<file path="config.mk">
export PLATFORM = sky130hd
export DESIGN_NAME = mesh_route_unit
export DESIGN_NICKNAME = d
export VERILOG_FILES = /design/src/rtl/mrt_pkg.sv /design/src/rtl/mrt_axis_cmp.sv /design/src/rtl/mrt_route_core.sv /design/src/rtl/mesh_route_unit.sv
export SDC_FILE = /design/constraint.sdc
export NUM_CORES = 1
export LEC_CHECK = 0
export BUFFER_PORTS_ARGS = -buffer_cell sky130_fd_sc_hd__buf_4
export CAP_MARGIN = 5
export CORE_MARGIN = 2
export CORE_UTILIZATION = 36
export CTS_BUF_LIST = sky130_fd_sc_hd__clkbuf_8
export DETAILED_ROUTE_END_ITERATION = 10
export PLACE_DENSITY = 0.67
export SLEW_MARGIN = 20
export SYNTH_ARGS = -nofsm -noshare
export SYNTH_HDL_FRONTEND = slang
export SYNTH_SLANG_ARGS = --single-unit
</file>
<file path="constraint.sdc">
create_clock -name clk -period 0.8 [get_ports clk]
set_input_delay 0.24 -clock clk [delete_from_list [all_inputs] [get_ports clk]]
set_output_delay 0.24 -clock clk [all_outputs]
set_load 0.05 [all_outputs]
</file>
<file path="src/rtl/mrt_pkg.sv">
package mrt_pkg;
    localparam int PORT_W = 7;
    typedef logic [PORT_W-1:0] port_t;

    localparam port_t DIR_LOCAL = 7'b0000001;
    localparam port_t DIR_NORTH = 7'b0000010;
    localparam port_t DIR_EAST  = 7'b0000100;
    localparam port_t DIR_WEST  = 7'b0001000;
    localparam port_t DIR_SOUTH = 7'b0010000;
    localparam port_t DIR_UP    = 7'b0100000;
    localparam port_t DIR_DOWN  = 7'b1000000;

    localparam int N_AXES = 3;
endpackage

</file>
<file path="src/rtl/mrt_axis_cmp.sv">
module mrt_axis_cmp #(
    parameter int W      = 3,
    parameter int EXTENT = 2
) (
    input  logic [W-1:0] cur,
    input  logic [W-1:0] dst,
    output logic         lt,
    output logic         eq,
    output logic         oob
);
    localparam logic [W:0] LIMIT = (W+1)'(EXTENT);

    always_comb begin
        lt  = cur < dst;
        eq  = cur == dst;
        oob = {1'b0, dst} >= LIMIT;
    end
endmodule

</file>
<file path="src/rtl/mrt_route_core.sv">
module mrt_route_core
    import mrt_pkg::*;
#(
    parameter int COORD_W = 3,
    parameter int MESH_X  = 2,
    parameter int MESH_Y  = 2,
    parameter int MESH_Z  = 4
) (
    input  logic [COORD_W-1:0] cur_x,
    input  logic [COORD_W-1:0] cur_y,
    input  logic [COORD_W-1:0] cur_z,
    input  logic [COORD_W-1:0] dst_x,
    input  logic [COORD_W-1:0] dst_y,
    input  logic [COORD_W-1:0] dst_z,
    output port_t              port,
    output logic               err
);
    localparam int    EXT     [N_AXES] = '{MESH_X, MESH_Y, MESH_Z};
    localparam port_t POS_DIR [N_AXES] = '{DIR_EAST, DIR_NORTH, DIR_UP};
    localparam port_t NEG_DIR [N_AXES] = '{DIR_WEST, DIR_SOUTH, DIR_DOWN};

    logic [COORD_W-1:0] cur_a [N_AXES];
    logic [COORD_W-1:0] dst_a [N_AXES];
    logic [N_AXES-1:0]  lt_a, eq_a, oob_a;

    assign cur_a[0] = cur_x;
    assign cur_a[1] = cur_y;
    assign cur_a[2] = cur_z;
    assign dst_a[0] = dst_x;
    assign dst_a[1] = dst_y;
    assign dst_a[2] = dst_z;

    for (genvar a = 0; a < N_AXES; a++) begin : g_axis
        mrt_axis_cmp #(.W(COORD_W), .EXTENT(EXT[a])) u_cmp (
            .cur (cur_a[a]),
            .dst (dst_a[a]),
            .lt  (lt_a[a]),
            .eq  (eq_a[a]),
            .oob (oob_a[a])
        );
    end

    always_comb begin
        logic found;
        found = 1'b0;
        port  = DIR_LOCAL;
        err   = |oob_a;
        if (!err) begin
            for (int a = 0; a < N_AXES; a++) begin
                if (!found && !eq_a[a]) begin
                    port  = lt_a[a] ? POS_DIR[a] : NEG_DIR[a];
                    found = 1'b1;
                end
            end
        end
    end
endmodule

</file>
<file path="src/rtl/mesh_route_unit.sv">
module mesh_route_unit
    import mrt_pkg::*;
#(
    parameter int COORD_W   = 3,
    parameter int MESH_X    = 2,
    parameter int MESH_Y    = 2,
    parameter int MESH_Z    = 4,
    parameter int PAYLOAD_W = 16,
    parameter bit REG_OUT   = 1'b1
) (
    input  logic                                   clk,
    input  logic                                   rst_n,
    input  logic                                   in_valid,
    input  logic [PAYLOAD_W+PORT_W+3*COORD_W:0]    in_flit,
    input  logic [COORD_W-1:0]                     cur_x,
    input  logic [COORD_W-1:0]                     cur_y,
    input  logic [COORD_W-1:0]                     cur_z,
    output logic                                   out_valid,
    output logic [PAYLOAD_W+PORT_W+3*COORD_W:0]    out_flit,
    output logic [PORT_W-1:0]                      out_port,
    output logic                                   out_err
);
    localparam int PORT_LO = PAYLOAD_W;
    localparam int DZ_LO   = PORT_LO + PORT_W;
    localparam int DY_LO   = DZ_LO + COORD_W;
    localparam int DX_LO   = DY_LO + COORD_W;
    localparam int MARK    = DX_LO + COORD_W;
    localparam int FLIT_W  = MARK + 1;

    typedef struct packed {
        logic              valid;
        logic [FLIT_W-1:0] flit;
        port_t             port;
        logic              err;
        port_t             hold;
    } state_t;

    state_t st_d, st_q;
    port_t  rt_port;
    logic   rt_err;

    mrt_route_core #(
        .COORD_W (COORD_W),
        .MESH_X  (MESH_X),
        .MESH_Y  (MESH_Y),
        .MESH_Z  (MESH_Z)
    ) u_core (
        .cur_x (cur_x),
        .cur_y (cur_y),
        .cur_z (cur_z),
        .dst_x (in_flit[DX_LO +: COORD_W]),
        .dst_y (in_flit[DY_LO +: COORD_W]),
        .dst_z (in_flit[DZ_LO +: COORD_W]),
        .port  (rt_port),
        .err   (rt_err)
    );

    always_comb begin
        st_d       = st_q;
        st_d.valid = in_valid;
        st_d.flit  = '0;
        st_d.port  = '0;
        st_d.err   = 1'b0;
        if (in_valid) begin
            st_d.flit = in_flit;
            if (in_flit[MARK]) begin
                st_d.port                     = rt_port;
                st_d.err                      = rt_err;
                st_d.flit[PORT_LO +: PORT_W]  = rt_port;
                st_d.hold                     = rt_port;
            end else begin
                st_d.port = st_q.hold;
            end
        end
    end

    always_ff @(posedge clk or negedge rst_n) begin
        if (!rst_n) st_q <= '0;
        else        st_q <= st_d;
    end

    if (REG_OUT) begin : g_reg
        assign out_valid = st_q.valid;
        assign out_flit  = st_q.flit;
        assign out_port  = st_q.port;
        assign out_err   = st_q.err;


        idle_gap_chk: assert property (@(posedge clk) disable iff (!rst_n)
            !in_valid |=> !out_valid);


        body_pass_chk: assert property (@(posedge clk) disable iff (!rst_n)
            (out_valid && !out_flit[MARK]) |-> (out_flit == $past(in_flit) && !out_err));


        x_first_chk: assert property (@(posedge clk) disable iff (!rst_n)
            (out_valid && out_flit[MARK] && !out_err &&
             out_flit[DX_LO +: COORD_W] != $past(cur_x))
            |-> (out_port == DIR_EAST || out_port == DIR_WEST));


        payload_keep_chk: assert property (@(posedge clk) disable iff (!rst_n)
            out_valid |-> out_flit[PORT_LO-1:0] == $past(in_flit[PORT_LO-1:0]));
    end else begin : g_comb
        assign out_valid = st_d.valid;
        assign out_flit  = st_d.flit;
        assign out_port  = st_d.port;
        assign out_err   = st_d.err;
    end


    port_onehot_chk: assert property (@(posedge clk) disable iff (!rst_n)
        (out_valid && out_flit[MARK]) |-> $countones(out_port) == 1);


    field_rewrite_chk: assert property (@(posedge clk) disable iff (!rst_n)
        (out_valid && out_flit[MARK]) |-> out_flit[PORT_LO +: PORT_W] == out_port);


    err_local_chk: assert property (@(posedge clk) disable iff (!rst_n)
        out_err |-> (out_valid && out_port == DIR_LOCAL));
endmodule

</file>
==> out/metrics.yaml, run 1 <==
nets: 329
ys_seq_area_share_pct: 55.6
layout_common_cells: "buf_4 (61), dfrtp_1 (47), buf_6 (44)"
clock-root-buffer: "clkbuf_8"
status: "finished with violations"
fin_crit_sh_pct: 167
avgRoutedWirePerCell_um: 13.9
cts_tree: "built"
violations: "negative setup slack"
rsz0062_at_grt: "yes"
yosysTopAreaCellShare_pct: 55.6
p_leak_nw: 1.69
final_layout_size_suffix_gt1_share_pct: 48.6
synth_top_area_cell: "dfrtp_1"
cts_buffer_depth: 2
vias: 1579
routabilityCongestion: 0.792
critPathArrivalTime_ns: 1.57
area_growth_pct: 44.4
cp.required_ns: 1.04
slowest_delay_ns: 0.57
min_path_type: "input port to flop"
ios: 87
crit_type: "input port to flop"
start_util_pct: 37.3
ys_ff_latch: 49
hold_viol: 0
n_antenna_cell: 0
die_w_um: 82.3
powerDensity_nw_per_um2: 1690
dr.pass1.iters: 4
holdWs_ns: 0.136
antenna_found_initial: 0
critPathSlowestCell: "or4_4"
syn_inst: 205
syn_avg_cell_area_um2: 10.8
worstSkewPairLatency_ns: 0.30
grt_pass1_vias: 1647
wl_um: 4860
endpoint_kind: "flop"
fin_setup_tns_ns: -21.51
grt_max_degree: 31
die_height_um: 82.3
cp-start-kind: "input port"
viasPerCell: 4.50
clock.fmax_ghz: 0.750
clkTransAtPathRegs_ns: 0.09
synth.area.top_cells: "dfrtp_1 (56%), buf_4 (14%), and2_1 (7.1%)"
max-cap-violations: 0
io_buffers: 86
drt_iter0_drc: 64
dp_hpwl_um: 3530
fin_skew_ns: 0.00463
synth_warnings: 0
drc: 0
rows: 28
cts_buffers: 5
grt.overflow.total: 0
syn-cell-area_um2: 2210
grt_pass1_wl_um: 7710
clock_sinks: 49
finalCriticalPeriod_ns: 1.33
max_slew.worst_pin.slew_ns: 0.317
vdd_drop_max_mv: 0.689
maxSlewHeadroom_pct: 78.8
synth_nets: 259
ant_nets: 0
final_max_slew_viol_count: 0
cp_max_fo: 4
core_um2: 5920
finalWorstSetupSlack_ns: -0.533
setup_viol: 64
die-area_um2: 6770
final_common_cell: "buf_4"
grtUsageTotal_pct: 15.4
crit_chain: "buf_6 -> or4_4 -> buf_4 -> nor4_4 -> nand4_1 -> nand2_1"
h-tree-depth: 2
synth_cell_types: 24
## stage by stage
stage               utilization, %  instances  instance area (um^2)  total power, W  setup WS (ns)
floorplan                        -        205                  2220         0.00333         -0.613
global placement              47.2        339                  2800         0.00371         -0.807
detailed placement            47.2        339                  2800         0.00373         -0.844
CTS                           52.8        349                  3130         0.00542         -0.496
global route                  53.8        351                  3190         0.00564         -0.579
finish                        53.8        351                  3190         0.00538         -0.533
## power breakdown
part	switching (W)	internal, W	total [W]	leakage [nW]
Combinational	0.000673	0.000524	0.00120	0.996
Sequential	0.0000459	0.00258	0.00262	0.642
Clock	0.000782	0.000782	0.00156	0.0542
## worst max-delay path, delay by kind of cell
family	cells	cell delay (ns)
buffers and inverters	2	0.28
and+or+nand+nor	4	1.06
## kinds of logic (layout without fill, tap and decap cells)
| family | Yosys count | in the layout | synth area share, % |
|---|---|---|---|
| AOI/OAI and AO/OA | 18 | 18 | 5.27 |
| and+or+nand+nor | 74 | 74 | 17.9 |
| buffers and inverters | 55 | 126 | 16.2 |
| adders and majority gates | 9 | 9 | 5.10 |
| DFF | 49 | 49 | 55.6 |
## routing by layer
| metal | vias up | wire, um | part of all wire [%] | GRT usage, % |
|---|---|---|---|---|
| met5 | - | 0 | 0 | 0 |
| met4 | 0 | 131 | 2.7 | 5.00 |
| met3 | 11 | 350 | 7.2 | 4.89 |
| met2 | 57 | 2470 | 51 | 26.8 |
| met1 | 757 | 1910 | 39 | 18.1 |
| li1 | 754 | - | - | - |
## path summary, 6_finish.rpt
check | from | endpoint | slack, ns | cells past startpoint
setup / recovery | in_flit[30] | out_port[5] | -0.53 | 6
hold / removal | in_flit[22] | out_flit[22] | 0.14 | 3
setup reg to reg | st_q[2] | out_port[2] | 0.10 | 1
hold reg to reg | st_q[5] | out_port[5] | 0.49 | 2
max in group asynchronous | rst_n | out_flit[13] | 0.22 | 3
min in group asynchronous | rst_n | out_valid | 0.42 | 3
## registers in the layout, summed over array words and instances, names as in the netlist
register and flops:
out_port 7, out_flit 33, out_err 1, out_valid 1
st_q 7
## Yosys cell counts (all sizes together)
| cell | count |
|---|---|
| clkbuf | 5 |
| a32o | 2 |
| nor2b | 1 |
| or4 | 1 |
| nor2 | 3 |
| nand3b | 1 |
| a21o | 3 |
| and2 | 25 |
| o21ai | 6 |
| o21a | 1 |
| nand2 | 30 |
| nor4 | 1 |
| a21oi | 5 |
| a21boi | 1 |
| and3 | 2 |
| nor3b | 1 |
| nor4b | 1 |
| ha | 9 |
| nor3 | 1 |
| nand4 | 3 |
| buf | 40 |
| nand3 | 4 |
| dfrtp | 49 |
| inv | 10 |
## what timing repair did
action                                  CTS  global route
gates cloned                              0             0
endpoints found under the setup margin   64            64
endpoints found under the hold margin    49             0
setup buffers                             1             2
pin swaps                                 2             5
hold buffers                              1             0
resized for setup                        53            10
## layout make-up
cell class / count / area (um^2)
inverters: 10 / 40.0
flip-flops and latches: 49 / 1230
multi-input cells: 101 / 719
well taps: 75 / 93.8
repair buffers: 108 / 1000
clock buffers: 7 / 96.3
clock inverters: 1 / 5.00
fillers: 535 / 2730
Power figures use the tool's default switching activity.
==> inputs of run 2 (changes only) <==
CELL_PAD_IN_SITES_DETAIL_PLACEMENT = 1   (was not set)
CELL_PAD_IN_SITES_GLOBAL_PLACEMENT = 1   (was not set)
CORE_UTILIZATION = 34   (was 36)
PLACE_DENSITY = 0.8   (was 0.67)
SLEW_MARGIN = not set   (was 20)
==> out/metrics.yaml, run 2 (same netlist as run 1, synthesis figures left out) <==
fin_skew_ns: 0.00442
io_buffers: 86
p_leak_nw: 1.67
avgRoutedWirePerCell_um: 14.6
maxSlewHeadroom_pct: 79.1
critPathSlowestCell: "or4_4"
core_um2: 6310
max_slew.worst_pin.slew_ns: 0.312
holdWs_ns: 0.134
p_sw_share_pct: 27.6
n_antenna_cell: 0
clock.fmax_ghz: 0.748
stdcell_area_um2: 3150
slowest_delay_ns: 0.58
final_common_cell: "buf_4"
setup_viol: 64
final_layout_size_suffix_gt1_share_pct: 46.9
crit_type: "input port to flop"
dpl_cell_area_um2: 2770
area_growth_pct: 42.7
routabilityCongestion: 0.798
p_comb_share_pct: 21.3
clock_sinks: 49
dp_hpwl_um: 3840
largest_register_ffs: 33
grt_pass1_vias: 1696
cp.required_ns: 1.03
ios: 87
final_max_slew_viol_count: 0
drt_iter0_drc: 31
seqPwrFrac_pct: 47.6
clock-root-buffer: "clkbuf_8"
p_switching_w: 0.00152
vias: 1533
viasPerCell: 4.41
crit_chain: "buf_6 -> or4_4 -> buf_6 -> nor2_4 -> buf_6 -> nand4_1 -> nand2_1"
wl_um: 5100
violations: "negative setup slack"
powerDensity_nw_per_um2: 1750
cts_tree: "built"
nets: 325
h-tree-depth: 2
critPathArrivalTime_ns: 1.57
rsz0062_at_grt: "yes"
status: "finished with violations"
worstSkewPairLatency_ns: 0.29
layout_common_cells: "buf_4 (55), buf_6 (47), dfrtp_1 (47)"
cts_buffers: 5
critPathTopFamily: "simple AND/OR/NAND/NOR gates"
cp_max_fo: 4
cpMostUsedCell: "buf_6"
path_buf_inv: 3
finalWorstSetupSlack_ns: -0.537
vdd_drop_max_mv: 0.786
dr.pass1.iters: 4
grt_busiest_layer: "met2"
clkTransAtPathRegs_ns: 0.09
clockPowerShare_pct: 31.1
rows: 29
die-area_um2: 7150
p_total_w: 0.00551
drc: 0
cts_buffer_depth: 2
ant_nets: 0
cp-start-kind: "input port"
antenna_found_initial: 0
fin_crit_sh_pct: 167
finalCriticalPeriod_ns: 1.34
max-cap-violations: 0
endpoint_kind: "flop"
grt_pass1_wl_um: 8510
grt_max_degree: 35
min_path_type: "input port to flop"
p_int_w: 0.00399
die_height_um: 84.6
grt_util_met1_pct: 19.0
hold_viol: 0
grt_use_met3_pct: 4.62
grt.overflow.total: 0
grtUsageMet2_pct: 26.0
start_util_pct: 35.0
die_w_um: 84.6
grtUsageTotal_pct: 15.2
utilization_pct: 49.9
[run 2: path summary, 6_finish.rpt]
check                            startpoint            to  slack (ns)  cells past startpoint
worst max-delay path            in_flit[28]  out_flit[19]       -0.54                      7
min in group asynchronous             rst_n   out_flit[8]        0.30                      2
worst min register to register      st_q[6]       st_q[6]        0.49                      2
worst max register to register      st_q[0]   out_port[0]        0.06                      2
worst min-delay path            in_flit[20]  out_flit[20]        0.13                      3
max in group asynchronous             rst_n       out_err        0.11                      3
[run 2: what timing repair did]
item                                    CTS  global route
hold buffers                              1             0
endpoints found under the setup margin   64            64
resized for setup                        56             9
hold endpoints to repair                 49             0
pin swaps                                 5            11
buffers inserted                          1             0
[run 2: per-stage QoR]
stage | setup TNS [ns] | cells | setup slack [ns]
finish | -21.53 | 348 | -0.537
global route | -24.17 | 348 | -0.561
CTS | -22.09 | 348 | -0.500
detailed placement | -19.33 | 339 | -0.879
global placement | -18.09 | 339 | -0.815
floorplan | -11.17 | 205 | -0.613
[run 2: area by class of cell]
| cell class | instances | area, um^2 |
|---|---|---|
| Multi-Input combinational cell | 101 | 712 |
| Timing Repair Buffer | 104 | 972 |
| Clock buffer | 5 | 68.8 |
| Tap cell | 77 | 96.3 |
| Clock inverter | 2 | 35.0 |
| Fill cell | 677 | 3160 |
| Inverter | 10 | 37.5 |
| Sequential cell | 49 | 1230 |
[run 2: power by group through the flow]
stage               Clock, W  Sequential (W)  Combinational, W
finish               0.00171         0.00263           0.00118
global placement           0         0.00265           0.00105
global route         0.00189         0.00264           0.00126
CTS                  0.00178         0.00263           0.00117
detailed placement         0         0.00266           0.00107
floorplan                  0         0.00267          0.000664
[run 2: worst register-to-register path, cell delays in order, from the launching register on]
cell and delay (ns):
dfrtp_1 0.38, o21ai_0 0.20, a21oi_2 0.04
[run 2: per-layer routing]
layer  vias to the layer above  wire (um)
met5                         -          0
met4                         0         19
met3                         2        329
met2                        54       2630
met1                       728       2120
li1                        749          -
